### src/rtl/dobj_mbox_pkg.sv
package dobj_mbox_pkg;

  localparam int unsigned OFS_CAP  = 32'h04;
  localparam int unsigned OFS_CTRL = 32'h08;
  localparam int unsigned OFS_STS  = 32'h0C;
  localparam int unsigned OFS_WMB  = 32'h10;
  localparam int unsigned OFS_RMB  = 32'h14;

  localparam int unsigned CTRL_ABORT = 0;
  localparam int unsigned CTRL_IE    = 1;
  localparam int unsigned CTRL_GO    = 31;

  localparam int unsigned STS_INT = 1;

  localparam int unsigned LEN_W = 18;

  typedef enum logic [2:0] {
    MB_IDLE,
    MB_SEND,
    MB_COLLECT,
    MB_CHECK,
    MB_PRESENT
  } mb_state_e;

endpackage

### src/rtl/dobj_wbuf.sv
module dobj_wbuf #(
  parameter int DEPTH = 16,
  parameter int W     = 32,
  parameter int LW    = 18,
  localparam int CW   = $clog2(DEPTH + 1),
  localparam int PW   = $clog2(DEPTH)
) (
  input  logic          clk,
  input  logic          rst_n,
  input  logic          clr,
  input  logic          push,
  input  logic [W-1:0]  push_data,
  input  logic          pop,
  output logic [W-1:0]  head,
  output logic [LW-1:0] len_field,
  output logic [CW-1:0] fill,
  output logic [CW-1:0] rd_idx,
  output logic          full,
  output logic          ovf
);

  logic [W-1:0]  mem_q [DEPTH];
  logic [CW-1:0] fill_d;
  logic [CW-1:0] rd_d;
  logic          ovf_d;
  logic          wr_en;

  assign full  = (fill == CW'(DEPTH));
  assign wr_en = push && !full && !clr;

  always_comb begin
    fill_d = fill;
    rd_d   = rd_idx;
    ovf_d  = ovf;
    if (clr) begin
      fill_d = '0;
      rd_d   = '0;
      ovf_d  = 1'b0;
    end else begin
      if (wr_en)         fill_d = fill + CW'(1);
      if (push && full)  ovf_d  = 1'b1;
      if (pop)           rd_d   = rd_idx + CW'(1);
    end
  end

  always_ff @(posedge clk) begin
    if (wr_en) mem_q[fill[PW-1:0]] <= push_data;
  end

  always_ff @(posedge clk or negedge rst_n) begin
    if (!rst_n) begin
      fill   <= '0;
      rd_idx <= '0;
      ovf    <= 1'b0;
    end else begin
      fill   <= fill_d;
      rd_idx <= rd_d;
      ovf    <= ovf_d;
    end
  end

  assign head      = mem_q[rd_idx[PW-1:0]];
  assign len_field = mem_q[1][LW-1:0];

  // A push into a full buffer must leave a sticky overflow mark.
  assert_ovf_sticky_R7: assert property (@(posedge clk) disable iff (!rst_n)
    (push && full && !clr) |=> ovf);

  // Words are only taken out when some are held.
  assert_pop_has_data_R3: assert property (@(posedge clk) disable iff (!rst_n)
    pop |-> (rd_idx < fill));

endmodule

### src/rtl/dobj_len_chk.sv
module dobj_len_chk #(
  parameter int CW          = 5,
  parameter int LW          = 18,
  parameter bit CHECK_SHORT = 1'b0
) (
  input  logic [CW-1:0] fill,
  input  logic [LW-1:0] len,
  input  logic          ovf,
  output logic          bad
);

  logic base_bad;

  assign base_bad = ovf || (fill < CW'(2)) || (len < LW'(2));

  generate
    if (CHECK_SHORT) begin : g_short
      assign bad = base_bad || (32'(len) > 32'(fill));
    end else begin : g_plain
      assign bad = base_bad;
    end
  endgenerate

endmodule

### src/rtl/dobj_mbox.sv
module dobj_mbox #(
  parameter int          DEPTH   = 16,
  parameter int          AW      = 8,
  parameter bit          IRQ_SUP = 1'b1,
  parameter logic [10:0] IRQ_MSG = 11'd5
) (
  input  logic          clk,
  input  logic          rst_n,
  input  logic [AW-1:0] reg_addr,
  input  logic          reg_wr,
  input  logic [31:0]   reg_wdata,
  output logic [31:0]   reg_rdata,
  output logic          req_valid,
  input  logic          req_ready,
  output logic [31:0]   req_data,
  output logic          req_last,
  input  logic          rsp_valid,
  output logic          rsp_ready,
  input  logic [31:0]   rsp_data,
  input  logic          rsp_last,
  output logic          irq
);
  import dobj_mbox_pkg::*;

  localparam int CW = $clog2(DEPTH + 1);

  mb_state_e state_q, state_d;
  logic err_q, err_d;
  logic ie_q, ie_d;
  logic ists_q, ists_d;
  logic irq_d;

  logic wr_ctrl, wr_sts, wr_wmb, wr_rmb;
  logic abort_req, go_req, idle_ok, go_acc, go_ok, go_fail;
  logic chk_fail, evt, ack, ack_last;
  logic busy, dor;

  logic [31:0]      rq_head, rs_head;
  logic [LEN_W-1:0] rq_len, rs_len;
  logic [CW-1:0]    rq_fill, rq_rd, rs_fill, rs_rd;
  logic             rq_full, rs_full, rq_ovf, rs_ovf;
  logic             rq_push, rq_pop, rq_clr, rs_push, rs_pop, rs_clr;
  logic             req_bad, rsp_bad;

  // register decode
  assign wr_ctrl = reg_wr && (reg_addr == AW'(OFS_CTRL));
  assign wr_sts  = reg_wr && (reg_addr == AW'(OFS_STS));
  assign wr_wmb  = reg_wr && (reg_addr == AW'(OFS_WMB));
  assign wr_rmb  = reg_wr && (reg_addr == AW'(OFS_RMB));

  assign abort_req = wr_ctrl && reg_wdata[CTRL_ABORT];
  assign go_req    = wr_ctrl && reg_wdata[CTRL_GO] && !abort_req;
  assign idle_ok   = (state_q == MB_IDLE) && !err_q;
  assign go_acc    = go_req && idle_ok;
  assign go_ok     = go_acc && !req_bad;
  assign go_fail   = go_acc && req_bad;

  assign busy = (state_q == MB_SEND);
  assign dor  = (state_q == MB_PRESENT);

  // request path
  assign rq_push   = wr_wmb && idle_ok;
  assign req_valid = busy && (rq_rd < rq_fill);
  assign req_data  = rq_head;
  assign req_last  = (rq_rd == rq_fill - CW'(1));
  assign rq_pop    = req_valid && req_ready;
  assign rq_clr    = abort_req || go_fail || (rq_pop && req_last);

  dobj_wbuf #(.DEPTH(DEPTH), .W(32), .LW(LEN_W)) u_req_buf (
    .clk(clk), .rst_n(rst_n), .clr(rq_clr), .push(rq_push), .push_data(reg_wdata),
    .pop(rq_pop), .head(rq_head), .len_field(rq_len), .fill(rq_fill),
    .rd_idx(rq_rd), .full(rq_full), .ovf(rq_ovf)
  );

  dobj_len_chk #(.CW(CW), .LW(LEN_W), .CHECK_SHORT(1'b0)) u_req_chk (
    .fill(rq_fill), .len(rq_len), .ovf(rq_ovf), .bad(req_bad)
  );

  // response path
  assign rsp_ready = (state_q == MB_COLLECT);
  assign rs_push   = rsp_valid && rsp_ready;
  assign ack       = wr_rmb && dor;
  assign ack_last  = ack && (rs_rd == rs_fill - CW'(1));
  assign rs_pop    = ack && !ack_last;
  assign chk_fail  = (state_q == MB_CHECK) && rsp_bad;
  assign rs_clr    = abort_req || chk_fail || ack_last;

  dobj_wbuf #(.DEPTH(DEPTH), .W(32), .LW(LEN_W)) u_rsp_buf (
    .clk(clk), .rst_n(rst_n), .clr(rs_clr), .push(rs_push), .push_data(rsp_data),
    .pop(rs_pop), .head(rs_head), .len_field(rs_len), .fill(rs_fill),
    .rd_idx(rs_rd), .full(rs_full), .ovf(rs_ovf)
  );

  dobj_len_chk #(.CW(CW), .LW(LEN_W), .CHECK_SHORT(1'b1)) u_rsp_chk (
    .fill(rs_fill), .len(rs_len), .ovf(rs_ovf), .bad(rsp_bad)
  );

  // next state
  always_comb begin
    state_d = state_q;
    err_d   = err_q;
    unique case (state_q)
      MB_IDLE:    if (go_ok) state_d = MB_SEND;
      MB_SEND:    if (rq_pop && req_last) state_d = MB_COLLECT;
      MB_COLLECT: if (rs_push && rsp_last) state_d = MB_CHECK;
      MB_CHECK:   state_d = rsp_bad ? MB_IDLE : MB_PRESENT;
      MB_PRESENT: if (ack_last) state_d = MB_IDLE;
      default:    state_d = MB_IDLE;
    endcase
    if (go_fail || chk_fail) err_d = 1'b1;
    if (abort_req) begin
      state_d = MB_IDLE;
      err_d   = 1'b0;
    end
  end

  always_comb begin
    ie_d   = wr_ctrl ? (reg_wdata[CTRL_IE] & IRQ_SUP) : ie_q;
    evt    = abort_req || ((state_q == MB_CHECK) && !rsp_bad);
    irq_d  = evt && ie_d;
    ists_d = ists_q;
    if (wr_sts && reg_wdata[STS_INT]) ists_d = 1'b0;
    if (irq_d) ists_d = 1'b1;
  end

  always_ff @(posedge clk or negedge rst_n) begin
    if (!rst_n) begin
      state_q <= MB_IDLE;
      err_q   <= 1'b0;
      ie_q    <= 1'b0;
      ists_q  <= 1'b0;
      irq     <= 1'b0;
    end else begin
      state_q <= state_d;
      err_q   <= err_d;
      ie_q    <= ie_d;
      ists_q  <= ists_d;
      irq     <= irq_d;
    end
  end

  // read mux
  always_comb begin
    reg_rdata = '0;
    if (reg_addr == AW'(OFS_CAP))
      reg_rdata = {20'd0, (IRQ_SUP ? IRQ_MSG : 11'd0), IRQ_SUP};
    else if (reg_addr == AW'(OFS_CTRL))
      reg_rdata = {30'd0, ie_q, 1'b0};
    else if (reg_addr == AW'(OFS_STS))
      reg_rdata = {dor, 28'd0, err_q, ists_q, busy};
    else if (reg_addr == AW'(OFS_RMB))
      reg_rdata = dor ? rs_head : 32'd0;
  end

  assert_abort_clears_R10: assert property (@(posedge clk) disable iff (!rst_n)
    abort_req |=> ((state_q == MB_IDLE) && !err_q));

  assert_busy_ends_R3: assert property (@(posedge clk) disable iff (!rst_n)
    (req_valid && req_ready && req_last) |=> (state_q != MB_SEND));

  assert_irq_flags_R8: assert property (@(posedge clk) disable iff (!rst_n)
    irq |-> (ists_q && ie_q));

  assert_dor_drop_R6: assert property (@(posedge clk) disable iff (!rst_n)
    $fell(state_q == MB_PRESENT) |-> $past(wr_rmb || abort_req));

  assert_no_send_on_err_R4: assert property (@(posedge clk) disable iff (!rst_n)
    err_q |-> !req_valid);

endmodule

### config.mk
export PLATFORM = sky130hd
export DESIGN_NAME = dobj_mbox
export DESIGN_NICKNAME = d
export VERILOG_FILES = /design/src/rtl/dobj_mbox_pkg.sv /design/src/rtl/dobj_wbuf.sv /design/src/rtl/dobj_len_chk.sv /design/src/rtl/dobj_mbox.sv
export SDC_FILE = /design/constraint.sdc
export NUM_CORES = 1
export LEC_CHECK = 0
export BUFFER_PORTS_ARGS = -buffer_cell sky130_fd_sc_hd__buf_2
export CELL_PAD_IN_SITES_DETAIL_PLACEMENT = 0
export CELL_PAD_IN_SITES_GLOBAL_PLACEMENT = 1
export CORE_ASPECT_RATIO = 0.7
export CORE_MARGIN = 4
export CORE_UTILIZATION = 55
export CTS_CLUSTER_SIZE = 25
export DETAILED_ROUTE_END_ITERATION = 12
export GPL_TIMING_DRIVEN = 0
export PLACE_DENSITY = 0.89
export SYNTH_ARGS = -nofsm -noshare
export SYNTH_HDL_FRONTEND = slang
export SYNTH_SLANG_ARGS = --single-unit
### constraint.sdc
create_clock -name clk -period 10.8 [get_ports clk]
set_clock_uncertainty 0.1 [all_clocks]
set_input_delay 1.62 -clock clk [delete_from_list [all_inputs] [get_ports clk]]
set_output_delay 1.62 -clock clk [all_outputs]
set_load 0.02 [all_outputs]
==> metrics.json <==
{
  "p_sw_mw": 1.98,
  "fmax_mhz": 167,
  "share_of_the_synthesized_area_in_the_top_cell_type": 0.745,
  "grt_util_all_layers": 0.270,
  "r2r_setup_slack_ns": 6.34,
  "ctsResizeCount": 0,
  "synthesis.nets": 1887,
  "syn_to_final_growth_pct": 15.1,
  "synth_enable_flop_cells": 1024,
  "drt_pre_antenna_iters": 5,
  "final.hold.worst_slack_ns": 0.424,
  "viasPerCell": 6.74,
  "clkPwrFrac": 0.389,
  "clk_path_buf_depth": 3,
  "worst_hold_path.num_cells": 2,
  "cp-end-kind": "output pin",
  "dieWidth_um": 335,
  "core_area_mm2": 0.0738,
  "post-cts-setup-buffers": 0,
  "dp_worst_setup_slack_ns": 4.51,
  "finalSetupViolCount": 0,
  "ant_nets": 0,
  "io_buffer_count": 145,
  "crit_path_launch_type": "input pin",
  "route.detailed.wl_per_inst_um": 33.2,
  "clock_period_minus_final_worst_setup_slack_ns": 5.99,
  "ys_async_sr_fraction": 0.0275,
  "cts.sink_count": 1053,
  "layout_setup_ws_ns": 4.81,
  "wire_length_of_the_first_global_routing_pass_um": 154000,
  "tightest_slew_ns": 1.33,
  "detail_route.iter0.violations": 3203,
  "min_delay_worst_endpoint": "ists_q",
  "rows": 83,
  "slew_headroom": 0.110,
  "cp.required_ns": 9.08,
  "proportion_of_total_power_due_to_net_switching": 0.230,
  "global_route_overflow": 0,
  "design.die.area_mm2": 0.0795,
  "yosys-top-cells-area": "sky130_fd_sc_hd__edfxtp_1, sky130_fd_sc_hd__mux4_2, sky130_fd_sc_hd__dfrtp_1",
  "fill_cells": 4521,
  "seqCellArea_mm2": 0.0315,
  "sequentialPowerShare": 0.520,
  "cts.hold.buffers_added": 0,
  "h-tree-depth": 3,
  "gp_routability_congestion": 0.810,
  "critPathArrivalTime_ns": 4.27,
  "critPathBufInv": 2,
  "final_hold_viol_count": 0,
  "critical_path_peak_fanout": 10,
  "critPathSlowestCell": "sky130_fd_sc_hd__nor2_2",
  "combinationalPowerShare": 0.091,
  "cell_seen_most_often_among_critical_path_stages": "sky130_fd_sc_hd__buf_2",
  "timing.critical_path.slowest_cell_delay_ns": 0.81,
  "timing_max_transition_violations_final": 0,
  "max_cap_viol_count": 0,
  "detailroute.via_count": 21500,
  "grt_max_degree": 30,
  "final_layout_size_suffix_gt1_frac": 0.358,
  "holdCritStartpoint": "ists_q",
  "total_power_mw": 8.62,
  "cts.root.buffer_cell": "sky130_fd_sc_hd__clkbuf_16",
  "critical_path_class": "in2out",
  "outcome": "finished, final reports clean",
  "crit_path_cell_trace": "buf_2, or4b_1, nor2_2, nand2_1, o221ai_1, buf_2",
  "die_h_um": 237,
  "drc": 0,
  "num-nets-final": 2222,
  "antenna_violations_before_repair": 12,
  "timing.critical_path.max_delay_family": "simple AND/OR/NAND/NOR gates",
  "ys.flop_type": "sky130_fd_sc_hd__edfxtp_1",
  "final_core_utilization": 0.643,
  "ioPinCount": 146,
  "layout_worst_path_cycle_share": 0.554,
  "power_density_mw_per_mm2": 182,
  "initial_core_util": 0.559,
  "clk_pin_slew_worst_paths_ns": 0.07,
  "cts-buffers-inserted": 94,
  "synth.ff_latch_count": 1053,
  "p_leak_nw": 15.2,
  "max-vdd-ir-drop_uv": 145,
  "worst_r2r_endpoint": "u_rsp_buf.mem_q[6][21]",
  "tritoncts": "yes",
  "worst_r2r_path_depth": 12,
  "yosysSeqAreaShare": 0.763,
  "routed_wire_length_um": 106000,
  "synth.largest_area_cell": "sky130_fd_sc_hd__edfxtp_1",
  "clock_insertion_delay_worst_skew_ns": 0.68,
  "grt_setup_unrepaired": "no",
  "synthesis.area_per_instance_um2": 23.1,
  "grt_pass1_vias": 21900,
  "fin_setup_tns_ns": 0,
  "synthCells": 1787,
  "netlist-cell-type-count": 67,
  "p_int_mw": 6.64,
  "multi_input_area_mm2": 0.00938,
  "mapped_cell_area_mm2": 0.0413,
  "worstHoldPathType": "reg2reg",
  "yosysWarningCount": 0,
  "post-dp-hpwl_um": 65300,
  "regToRegStartpoint": "u_rsp_buf.fill[3]"
}
-- kinds of logic (layout without fill, tap and decap cells) --
family,count (synthesis),count (layout),synth area share
buffers and inverters,116,526,0.0124
multiplexers,324,324,0.175
AND/OR/NAND/NOR,203,203,0.0294
adder cells (fa/ha/maj),22,22,0.00667
flip-flops,1053,1053,0.763
XOR/XNOR,21,21,0.00446
AO/OA/AOI/OAI,48,48,0.00874
other,0,10,0
-- state kept, by name, summed over array words and instances (netlist names), 3 cells and up --
register          flops
u_req_buf.rd_idx      5
u_req_buf.mem_q     512
u_rsp_buf.fill        5
u_rsp_buf.mem_q     512
u_req_buf.fill        5
u_rsp_buf.rd_idx      5
state_q               3
-- synth_stat cells (6+ instances only) --
master                     number
sky130_fd_sc_hd__and3_1        42
sky130_fd_sc_hd__dfrtp_1       29
sky130_fd_sc_hd__clkbuf_1      41
sky130_fd_sc_hd__xor2_1         7
sky130_fd_sc_hd__nand3_1       25
sky130_fd_sc_hd__nand2_1       21
sky130_fd_sc_hd__nor3_1        15
sky130_fd_sc_hd__xnor2_1       14
sky130_fd_sc_hd__buf_1         13
sky130_fd_sc_hd__mux4_2       319
sky130_fd_sc_hd__edfxtp_1    1024
sky130_fd_sc_hd__nor2_1        21
sky130_fd_sc_hd__a21oi_1        7
sky130_fd_sc_hd__inv_1         20
sky130_fd_sc_hd__nor4_1        23
sky130_fd_sc_hd__buf_2         34
sky130_fd_sc_hd__and2_1         8
sky130_fd_sc_hd__nand2b_1       6
sky130_fd_sc_hd__o21ai_0        6
sky130_fd_sc_hd__ha_1          22
-- routing by layer --
layer  vias to the layer above  GRT usage  part of all wire
met1                     11200      0.384              0.36
li1                       8348          -                 -
met4                         8     0.0859             0.028
met2                      1666      0.425              0.49
met5                         -          0           0.00037
met3                       215     0.0647              0.12
-- per-stage QoR --
step | instance area, um2 | std cells
final | 47500 | 3184
after global routing | 47500 | 3178
after CTS | 47500 | 3174
after detailed placement | 44400 | 3003
after global placement | 43200 | 2909
after floorplan | 41300 | 1787
-- cell usage in the layout (no fill, tap or decap), drive strengths merged, types with 6 or more instances in the layout --
cell and instances:
edfxtp 1024, mux4 319, buf 293, clkbuf 151
and3 42, clkinv 39, dfrtp 29, nor4 27
nand3 25, nor2 24, inv 23, ha 22
nand2 21, nor3 16, xnor2 14, clkinvlp 12
diode 10, and2 10, bufinv 8, a21oi 8
xor2 7, nand2b 6, o21ai 6
-- power groups by stage --
stage	logic [mW]	registers [mW]	clock network, mW
after CTS	0.786	4.49	3.39
after global routing	0.826	4.48	3.57
final	0.781	4.49	3.35
after floorplan	0.498	4.57	0
after global placement	0.749	4.57	0
after detailed placement	0.772	4.57	0
-- worst max path at each step --
stage                           start                      to  slack, ns  cells after the start
after detailed placement  reg_addr[5]            reg_rdata[0]       4.51                      7
after floorplan           reg_addr[5]  u_rsp_buf.mem_q[12][0]       4.56                      7
after global routing      reg_addr[5]            reg_rdata[1]       4.82                      6
final                     reg_addr[5]            reg_rdata[1]       4.81                      6
after global placement    reg_addr[5]  u_rsp_buf.mem_q[6][18]       0.22                      8
after CTS                 reg_addr[5]            reg_rdata[0]       4.52                      7
-- layout make-up --
cell class	instances	area share
Antenna cell	10	0.000527
Buffer	95	0.00912
Clock buffer	110	0.0513
Clock inverter	61	0.0134
Inverter	21	0.00166
Multi-Input combinational cell	618	0.198
Sequential cell	1053	0.663
Tap cell	977	0.0257
Timing Repair Buffer	239	0.0378
-- worst register-to-register path, cell delays in order (launching register included) --
cell,delay (ns)
sky130_fd_sc_hd__dfrtp_1,0.32
sky130_fd_sc_hd__clkbuf_1,0.40
sky130_fd_sc_hd__clkinv_1,0.39
sky130_fd_sc_hd__ha_1,0.41
sky130_fd_sc_hd__a21o_1,0.17
sky130_fd_sc_hd__nand2_1,0.06
sky130_fd_sc_hd__a31o_2,0.23
sky130_fd_sc_hd__a21oi_2,0.19
sky130_fd_sc_hd__buf_2,0.28
sky130_fd_sc_hd__nor4_2,0.94
sky130_fd_sc_hd__buf_4,0.29
sky130_fd_sc_hd__buf_4,0.21
sky130_fd_sc_hd__buf_6,0.17
Power figures use the tool's default switching activity.
